--- config.mk ---
export PLATFORM = sky130hd
export DESIGN_NAME = irq_coalesce_ctrl
export DESIGN_NICKNAME = d
export VERILOG_FILES = /design/src/rtl/icc_pkg.sv /design/src/rtl/icc_regs.sv /design/src/rtl/icc_batch_counter.sv /design/src/rtl/icc_timeout.sv /design/src/rtl/irq_coalesce_ctrl.sv
export SDC_FILE = /design/constraint.sdc
export NUM_CORES = 1
export LEC_CHECK = 0
export ABC_AREA = 1
export BUFFER_PORTS_ARGS = -buffer_cell sky130_fd_sc_hd__buf_4
export CAP_MARGIN = 30
export CORE_UTILIZATION = 52
export CTS_BUF_LIST = sky130_fd_sc_hd__clkbuf_16
export DETAILED_ROUTE_END_ITERATION = 6
export PLACE_DENSITY = 0.8
export SYNTH_ARGS = -nofsm -noshare
export SYNTH_HDL_FRONTEND = slang
export SYNTH_SLANG_ARGS = --single-unit
--- constraint.sdc ---
create_clock -name clk -period 2.85 [get_ports clk]
set_clock_uncertainty 0.1 [all_clocks]
set_input_delay 0.57 -clock clk [delete_from_list [all_inputs] [get_ports clk]]
set_output_delay 0.57 -clock clk [all_outputs]
set_load 0.03 [all_outputs]
--- src/rtl/icc_pkg.sv ---
// Package: shared register addresses and bit positions of the interrupt
// coalescer. Assumes a 32-bit register write port.
package icc_pkg;
    typedef enum logic [1:0] {
        ICC_CTL_SET = 2'd0,
        ICC_CTL_CLR = 2'd1,
        ICC_LIMITS  = 2'd2,
        ICC_ACK     = 2'd3
    } icc_addr_e;

    localparam int ICC_REG_W     = 32;
    localparam int ICC_RST_BIT   = 17;
    localparam int ICC_EN_BIT    = 18;
    localparam int ICC_LINK_BIT  = 16;
endpackage

--- src/rtl/icc_regs.sv ---
// Module: control and limits registers plus acknowledge decode.
// Control bits change only through the set/clear addresses. An acknowledge
// is accepted when its low TAG_W bits equal the current tag plus one and the
// block is not held in reset. Assumes 2*LIM_W <= 32.
module icc_regs
    import icc_pkg::*;
#(
    parameter int TAG_W        = 4,
    parameter int LIM_W        = 8,
    parameter int DEF_CNT_LIM  = 16,
    parameter int DEF_TIME_LIM = 10
) (
    input  logic                 clk,
    input  logic                 rst_n,
    input  logic                 wr_en,
    input  logic [1:0]           wr_addr,
    input  logic [ICC_REG_W-1:0] wr_data,
    input  logic [TAG_W-1:0]     cur_tag,
    output logic                 en,
    output logic                 blk_rst,
    output logic [LIM_W-1:0]     cnt_lim,
    output logic [LIM_W-1:0]     time_lim,
    output logic                 ack_ok
);
    icc_addr_e          addr;
    logic [TAG_W-1:0]   tag_inc;
    logic               unused_wdata;

    assign addr         = icc_addr_e'(wr_addr);
    assign tag_inc      = cur_tag + 1'b1;
    assign unused_wdata = &{1'b0, wr_data};

    // Control bit and limit register updates
    always_ff @(posedge clk) begin
        if (!rst_n) begin
            blk_rst  <= 1'b1;
            en       <= 1'b0;
            cnt_lim  <= LIM_W'(DEF_CNT_LIM);
            time_lim <= LIM_W'(DEF_TIME_LIM);
        end else if (wr_en) begin
            case (addr)
                ICC_CTL_SET: begin
                    if (wr_data[ICC_RST_BIT]) blk_rst <= 1'b1;
                    if (wr_data[ICC_EN_BIT])  en      <= 1'b1;
                end
                ICC_CTL_CLR: begin
                    if (wr_data[ICC_RST_BIT]) blk_rst <= 1'b0;
                    if (wr_data[ICC_EN_BIT])  en      <= 1'b0;
                end
                ICC_LIMITS: begin
                    cnt_lim  <= wr_data[LIM_W-1:0];
                    time_lim <= wr_data[2*LIM_W-1:LIM_W];
                end
                default: ;
            endcase
        end
    end

    // Acknowledge acceptance: right address, expected tag, not in reset
    always_comb begin
        ack_ok = wr_en && (addr == ICC_ACK) && !blk_rst &&
                 (wr_data[TAG_W-1:0] == tag_inc);
    end
endmodule

--- src/rtl/icc_batch_counter.sv ---
// Module: message count and link flag of the current batch.
// clr wipes the batch, restart starts a new batch seeded with this cycle's
// events, and hold freezes the batch. The count saturates at its maximum.
// cnt_nxt is the value the count takes at the next edge.
module icc_batch_counter #(
    parameter int CNT_W = 7
) (
    input  logic             clk,
    input  logic             rst_n,
    input  logic             clr,
    input  logic             restart,
    input  logic             hold,
    input  logic             msg,
    input  logic             lnk_evt,
    output logic [CNT_W-1:0] cnt,
    output logic [CNT_W-1:0] cnt_nxt,
    output logic             lnk
);
    localparam logic [CNT_W-1:0] CNT_MAX = {CNT_W{1'b1}};

    logic lnk_nxt;

    // Next batch state by priority: clear, restart, hold, accumulate
    always_comb begin
        cnt_nxt = cnt;
        lnk_nxt = lnk;
        if (clr) begin
            cnt_nxt = '0;
            lnk_nxt = 1'b0;
        end else if (restart) begin
            cnt_nxt = {{(CNT_W-1){1'b0}}, msg};
            lnk_nxt = lnk_evt;
        end else if (!hold) begin
            if (msg && (cnt != CNT_MAX)) cnt_nxt = cnt + 1'b1;
            if (lnk_evt)                 lnk_nxt = 1'b1;
        end
    end

    // Batch state registers
    always_ff @(posedge clk) begin
        if (!rst_n) begin
            cnt <= '0;
            lnk <= 1'b0;
        end else begin
            cnt <= cnt_nxt;
            lnk <= lnk_nxt;
        end
    end
endmodule

--- src/rtl/icc_timeout.sv ---
// Module: tick counter of the current batch.
// Counts ticks while run is high and fires timeout on the tick that reaches
// the limit, or on any counted tick while a link event is pending.
// Saturates at its maximum. clr holds it at zero.
module icc_timeout #(
    parameter int LIM_W = 8
) (
    input  logic             clk,
    input  logic             rst_n,
    input  logic             clr,
    input  logic             run,
    input  logic             tick,
    input  logic             lnk,
    input  logic [LIM_W-1:0] tlim,
    output logic             timeout
);
    localparam logic [LIM_W-1:0] T_MAX = {LIM_W{1'b1}};

    logic [LIM_W-1:0] elapsed;
    logic [LIM_W:0]   elapsed_inc;

    assign elapsed_inc = {1'b0, elapsed} + 1'b1;

    // Expiry decision for the current cycle
    always_comb begin
        timeout = tick && run && (lnk || (elapsed_inc >= {1'b0, tlim}));
    end

    // Elapsed tick count
    always_ff @(posedge clk) begin
        if (!rst_n || clr)
            elapsed <= '0;
        else if (tick && run && (elapsed != T_MAX))
            elapsed <= elapsed_inc[LIM_W-1:0];
    end
endmodule

--- src/rtl/irq_coalesce_ctrl.sv ---
// Module: top of the tagged receive interrupt coalescer.
// Joins the registers, the batch counter and the timeout counter, holds the
// fired state and the rolling tag, and assembles the status word.
// Assumes TAG_W + CNT_W <= 16 so the count sits below the link bit.
module irq_coalesce_ctrl
    import icc_pkg::*;
#(
    parameter int CNT_W        = 7,
    parameter int TAG_W        = 4,
    parameter int LIM_W        = 8,
    parameter int DEF_CNT_LIM  = 16,
    parameter int DEF_TIME_LIM = 10
) (
    input  logic        clk,
    input  logic        rst_n,
    input  logic        msg_done,
    input  logic        link_done,
    input  logic        tick_100us,
    input  logic        reg_wr,
    input  logic [1:0]  reg_addr,
    input  logic [31:0] reg_wdata,
    output logic        irq,
    output logic [31:0] status_word
);
    localparam int CMP_W = (CNT_W > LIM_W) ? CNT_W : LIM_W;

    logic [TAG_W-1:0] tag;
    logic             fired;
    logic             en;
    logic             blk_rst;
    logic [LIM_W-1:0] cnt_lim;
    logic [LIM_W-1:0] time_lim;
    logic             ack_ok;
    logic [CNT_W-1:0] cnt;
    logic [CNT_W-1:0] cnt_nxt;
    logic             lnk;
    logic             pending;
    logic             timeout;
    logic             fire_cond;

    icc_regs #(
        .TAG_W        (TAG_W),
        .LIM_W        (LIM_W),
        .DEF_CNT_LIM  (DEF_CNT_LIM),
        .DEF_TIME_LIM (DEF_TIME_LIM)
    ) u_regs (
        .clk      (clk),
        .rst_n    (rst_n),
        .wr_en    (reg_wr),
        .wr_addr  (reg_addr),
        .wr_data  (reg_wdata),
        .cur_tag  (tag),
        .en       (en),
        .blk_rst  (blk_rst),
        .cnt_lim  (cnt_lim),
        .time_lim (time_lim),
        .ack_ok   (ack_ok)
    );

    icc_batch_counter #(
        .CNT_W (CNT_W)
    ) u_batch (
        .clk     (clk),
        .rst_n   (rst_n),
        .clr     (blk_rst),
        .restart (ack_ok),
        .hold    (fired),
        .msg     (msg_done),
        .lnk_evt (link_done),
        .cnt     (cnt),
        .cnt_nxt (cnt_nxt),
        .lnk     (lnk)
    );

    assign pending = (cnt != '0) || lnk;

    icc_timeout #(
        .LIM_W (LIM_W)
    ) u_timer (
        .clk     (clk),
        .rst_n   (rst_n),
        .clr     (blk_rst || ack_ok || fired),
        .run     (pending && !fired),
        .tick    (tick_100us),
        .lnk     (lnk),
        .tlim    (time_lim),
        .timeout (timeout)
    );

    // Firing decision: count limit reached by the next count, or timer expiry
    always_comb begin
        fire_cond = !blk_rst &&
                    (((cnt_nxt != '0) && (CMP_W'(cnt_nxt) >= CMP_W'(cnt_lim))) ||
                     (timeout && !ack_ok));
    end

    // Fired state: set on a firing decision, cleared by acknowledge or reset
    always_ff @(posedge clk) begin
        if (!rst_n || blk_rst)
            fired <= 1'b0;
        else if (ack_ok)
            fired <= fire_cond;
        else
            fired <= fired || fire_cond;
    end

    // Rolling tag: advances by one on each accepted acknowledge
    always_ff @(posedge clk) begin
        if (!rst_n || blk_rst)
            tag <= '0;
        else if (ack_ok)
            tag <= tag + 1'b1;
    end

    // Outputs: gated interrupt and status word assembly
    always_comb begin
        irq                       = fired && en;
        status_word               = '0;
        status_word[TAG_W-1:0]    = tag;
        status_word[TAG_W+:CNT_W] = cnt;
        status_word[ICC_LINK_BIT] = lnk;
    end
endmodule

* Yosys cells after proc, flatten, opt, wreduce, memory -nomap -nowiden
Index checks and enable logic that the tools add are counted.
** Operators by class
- Add/subtract/negate cells :: 3
- $lt $le $gt $ge :: 2
- Equal/unequal tests :: 11
- Mux-type cells :: 14
- Bitwise logic cells :: 1
- Reductions and logical operators :: 34
** Operator list (number)
- 7-bit two-way mux :: 4
- 7-bit nonzero test :: 2
- 1-bit logical AND :: 12
- 8-bit by 1-bit adder with 9-bit output, second input constant :: 1
- 9-bit by 8-bit >= comparator with 1-bit output :: 1
- 7-bit by 8-bit >= comparator with 1-bit output :: 1
- 1-bit logical OR :: 8
- 1-bit two-way mux :: 8
- 2-bit inequality test, second input constant :: 4
- 8-bit inequality test, second input constant :: 1
- 4-bit AND reduction :: 2
- 7-bit by 1-bit adder with 7-bit output, second input constant :: 1
- 7-bit inequality test, second input constant :: 1
- 4-bit by 1-bit adder with 4-bit output, second input constant :: 1
- 2-bit equality test, second input constant :: 2
- 4-bit equality test :: 1
- 1-bit logical NOT :: 4
- 1-bit one-hot mux with 2 select lines :: 2
- 2-bit AND reduction :: 2
- 2-bit nonzero test :: 2
- 2-bit by 1-bit equality test with 1-bit output, second input constant :: 1
- 2-bit logical NOT :: 1
- 2-bit by 1-bit inequality test with 1-bit output, second input constant :: 1
- 2-bit OR reduction :: 1
- 1-bit inverter :: 1
** Word-level totals
- Flip-flop bits (word level) :: 39
- Input port bits :: 40
- Output and inout bits :: 33

* Logic depth before layout (Yosys ltp)
- Depth after elaboration :: 12
- Mapped depth :: 18
- Gate-level depth less buffers :: 18

* Hierarchy
From an unflattened synthesis, not the netlist that was laid out.
** Second synthesis, totals
- Cells, all modules :: 367
- Area total of the unflattened synthesis :: 2586.2 um2
** Modules (own cells, without submodules)
- icc_regs :: instances 1, cells an instance 106, area each 799.5 um2, seq. area each 360.3 um2
- icc_timeout :: instances 1, cells an instance 89, area each 641.9 um2, seq. area each 160.2 um2
- irq_coalesce_ctrl :: instances 1, cells an instance 96, area each 630.6 um2, seq. area each 100.1 um2
- icc_batch_counter :: instances 1, cells an instance 76, area each 514.2 um2, seq. area each 160.2 um2

* Worst setup path after synthesis
OpenSTA, ideal clock, no wires.
- Path type :: register to register
- Start point :: register tag[0]
- End point :: register fired
- Library setup time :: 0.066 ns
- Arrival time :: 2.401 ns
- Setup slack :: 0.283 ns
- Stages on the path, launching flop included :: 19
- Buffers on the path :: 0
- Clock period less this slack :: 2.567 ns
- Cell sequence :: dfxtp_1 -> ha_1 -> inv_1 -> nand2_1 -> nand2_1 -> nand3_2 -> nor2_4 -> nand2_4 -> nand2_4 -> inv_4 -> nand2_2 -> inv_1 -> ha_1 -> nand2_1 -> nor2_1 -> nand4_1 -> o2111ai_1 -> nand2_1 -> a21oi_2
** On the way
- Longest elaborated chain between the ends :: 11
** Ends and longest elaborated chain
- start, declared :: line irq_coalesce_ctrl.sv:27 : logic [TAG_W-1:0] tag;
- start signal, assigned :: line irq_coalesce_ctrl.sv:112 : tag <= tag + 1'b1;
- 4-bit by 1-bit adder with 4-bit output (*) :: line icc_regs.sv:30 : assign tag_inc = cur_tag + 1'b1;
- named net u_regs.tag_inc[1] :: line icc_regs.sv:26 : logic [TAG_W-1:0] tag_inc;
- 4-bit equality test (*) :: line icc_regs.sv:62 : (wr_data[TAG_W-1:0] == tag_inc);
- 1-bit logical AND (*) :: line icc_regs.sv:61 : ack_ok = wr_en && (addr == ICC_ACK) && !blk_rst &&
- 7-bit two-way mux (*) :: line icc_batch_counter.sv:30 : end else if (restart) begin
- 7-bit two-way mux (*) :: line icc_batch_counter.sv:27 : if (clr) begin
- named net cnt_nxt[5] :: line irq_coalesce_ctrl.sv:35 : logic [CNT_W-1:0] cnt_nxt;
- 7-bit by 8-bit >= comparator with 1-bit output / 7-bit nonzero test (equally long branches) :: line irq_coalesce_ctrl.sv:93 : (((cnt_nxt != '0) && (CMP_W'(cnt_nxt) >= CMP_W'(cnt_lim))) ||
- 1-bit logical AND (*) :: line irq_coalesce_ctrl.sv:93
- 1-bit logical OR (*) :: line irq_coalesce_ctrl.sv:93
- 1-bit logical AND (*) :: line irq_coalesce_ctrl.sv:92 : fire_cond = !blk_rst &&
- 1-bit logical OR :: line irq_coalesce_ctrl.sv:104 : fired <= fired || fire_cond;
- 1-bit two-way mux (*) :: line irq_coalesce_ctrl.sv:101 : else if (ack_ok)
- end signal, assigned :: line irq_coalesce_ctrl.sv:102 : fired <= fire_cond;
- end signal, assigned :: line irq_coalesce_ctrl.sv:104
- end, declared :: line irq_coalesce_ctrl.sv:28 : logic fired;
The timed path passes the listed nets; every way through them passes the cells marked *.
A chain may end at the register's enable or synchronous reset.

* Worst setup path after layout
- Start point :: register tag[1]
- End point :: register fired
The elaborated chain is that of the path after synthesis.

==> results.cfg <==
[outcome]
run_status = finished clean

[yosys]
synth_most_common_cell = nand2_1
synth_top_family_by_area = simple AND/OR/NAND/NOR gates
yosysTopAreaCellShare_pct = 30.8
synthTopCellsByCount = nand2_1 (69), inv_1 (60), dfxtp_1 (39)
synth_compound_area_share_pct = 13.9
async_flop_share_pct = 0
synthDistinctLibCells = 33
yosys.area.top_type = dfxtp_1
synthTopCellsByArea = dfxtp_1 (31%), nand2_1 (10%), ha_1 (9.4%)
yosysSeqAreaShare_pct = 30.8
synth_edf_count = 0
ys_seq_elements = 39
synth-xor-area-share_pct = 1.72
synth_adder_area_share_pct = 9.36
ys.flop_type = dfxtp_1
syn_area_per_cell_sq_um = 7.03
synth-simple-area-share_pct = 27.6
synth_warnings = 0
synth_cells = 361
synthMuxAreaShare_pct = 0
syn-cell-area_sq_mm = 0.00254

[layout]
syn2layout_area_growth_pct = 16.3
num-fill-cells = 438
design_area_sq_mm = 0.00295
post-route-util_pct = 62.5
nNetsFinal = 460
antenna_cells = 0
layout-drive-gt1-share_pct = 17.7

[clock_tree]
h-tree-depth = 2
cts_buffers = 5
postCtsSetupRepairBufs = 0
clkSlewWorstSetupHoldPaths_ps = 60
root_buffer = clkbuf_16
clock_latency_ps = 280
cts_buffer_depth = 2
cts_tree = built
clock-sinks = 39

[power_and_ir_drop]
power_density_mw_per_mm2 = 414
leakage_nw = 1.48
peakVddDrop_uv = 284

[grt]
overflow = 0
antenna_found_initial = 0
grt_pass1_vias = 2061
grt_max_degree = 23
grt_usage_pct = 21.4
grt_pass1_wl_um = 8710

[floorplan]
core_sq_mm = 0.00472
die_width_um = 71.9
io_pins = 73
die_h_um = 71.9
num_rows = 25
die-area_sq_mm = 0.00517
initial_core_util_pct = 53.7

[min_path]
hold_class = reg2reg
holdPathStages = 2
worstHoldEndpoint = u_regs.en
min_from = u_regs.en

[worst_setup_path]
reg2reg_slack_ps = 200
crit_path_max_incr_delay_ps = 350
crit_chain = ha_1 > inv_1 > nand2_1 > nand2_1 > nand3_2 > nor2_4 > nand2_4 > nand2_4 > inv_4 > nand2_2 > inv_1 > ha_1 > a21oi_1 > o21ai_0 > nand2_1 > o2111ai_1 > nand2_1 > a21oi_2
cp_num_buf_inv = 3
crit_fanout = 9
crit_required_ps = 2920
arrival_ps = 2710
crit_family = simple AND/OR/NAND/NOR gates
path_class = reg2reg
startpoint_type = flop
cp-end-kind = flop
reg2regPathDepth = 18
reg2reg_from = tag[1]
cp.depth = 18
cp_slowest_cell = dfxtp_2
reg2reg_to = fired
crit_path_frequent_cell = nand2_1

[timing]
fmax_mhz = 378
slew_headroom_pct = 54.5
drv_slew = 0
rsz0062_at_grt = no
tns_ps = 0
hold_violations = 0
worstMarginPinSlew_ps = 677
period_minus_slack_ps = 2650
whs_ps = 349
setup_viol = 0
fin_crit_sh_pct = 92.9

[run]
drv_cap = 0

[route]
wl_met1_um = 2240
route.met3.wl_um = 205
viasPerCell = 4.87
wl_met2_um = 2710
drc_errors = 0
drtPass1Iterations = 4
wire_per_inst_um = 11.1
num_vias = 2283
wl_um = 5180
ant_nets = 0
drt_iter0_markers = 67
top_layer = met4

[placed_design]
io_buffers = 38
gp_congestion = 0.842
hpwl_um = 3990
placed_cell_area_sq_mm = 0.00281
final cells by class:
type,instances,area (sq um),share of cell area (%)
flip-flops and latches,39,782,26.5
inverters,63,239,8.10
multi-input cells,252,1410,47.8
clock inverters,3,11.3,0.382
clock buffers,5,125,4.24
repair buffers,40,300,10.2
well taps,67,83.8,2.84
metal layers:
layer  up-vias  track usage [%]
li1       1198                -
met1      1021             24.2
met5         -                0
met3         2             5.20
met2        62             40.0
met4         0             5.23
worst max path at each step:
stage / startpoint / to / slack [ps]
global route: tag[1] / fired / 40
finish: tag[1] / fired / 200
floorplan: tag[0] / fired / 280
global placement: msg_done / fired / 250
detailed placement: msg_done / fired / 190
CTS: tag[1] / fired / 210
logic make-up after synthesis:
family,after synthesis
AND/OR/NAND/NOR,147
buffers and inverters,89
AO/OA/AOI/OAI,61
flip-flops,39
adder cells (fa/ha/maj),19
XOR/XNOR,5
other,1
registers in the layout, summed over array words and instances (netlist names):
register,cells
fired,1
tag,4
u_regs.time_lim,8
u_batch.lnk,1
u_timer.elapsed,8
u_regs.blk_rst,1
u_regs.cnt_lim,8
u_regs.en,1
u_batch.cnt,7
tightest hold or removal path, stage by stage (launching register included):
cell and delay [ps]:
dfxtp_1 310, inv_1 50, a21oi_1 50
what timing repair did:
item / in CTS / in global routing
hold buffers: 0 / 0
endpoints found under the setup margin: 0 / 1
gates resized for setup: 0 / 1
cell usage in the layout (no fill, tap or decap), types with 2 or more instances in the layout:
cell type and n:
nand4_1 6, inv_2 2, o22ai_1 2, nand2_4 3
nand2_2 5, xor2_1 3, nand3_1 24, nor3_1 2
nor2_2 2, o21ai_1 2, nor2_4 3, nor2_1 25
a21oi_1 27, conb_1 20, a211oi_1 2, clkbuf_16 5
o21ai_0 20, nand2_1 69, ha_1 19, a211oi_2 2
inv_1 61, dfxtp_1 38, clkinv_1 2, buf_4 40
nand3b_1 2, o211ai_1 3, xnor2_1 2, nand3_2 4
where the power goes:
group | total (mW) | internal [mW] | switching, mW
logic | 0.141 | 0.0462 | 0.0943
clock network | 0.519 | 0.315 | 0.204
registers | 0.563 | 0.559 | 0.00458
total | 1.22 | 0.919 | 0.303
through the flow:
stage / worst slack [ps] / instances / total power, mW
2_1_floorplan: 283 / 380 / 0.690
3_3_place_gp: 249 / 461 / 0.710
3_5_place_dp: 186 / 461 / 0.713
4_1_cts: 211 / 469 / 1.23
5_1_grt: 37.7 / 469 / 1.27
6_report: 204 / 469 / 1.22
(Power assumes the default switching activity.)
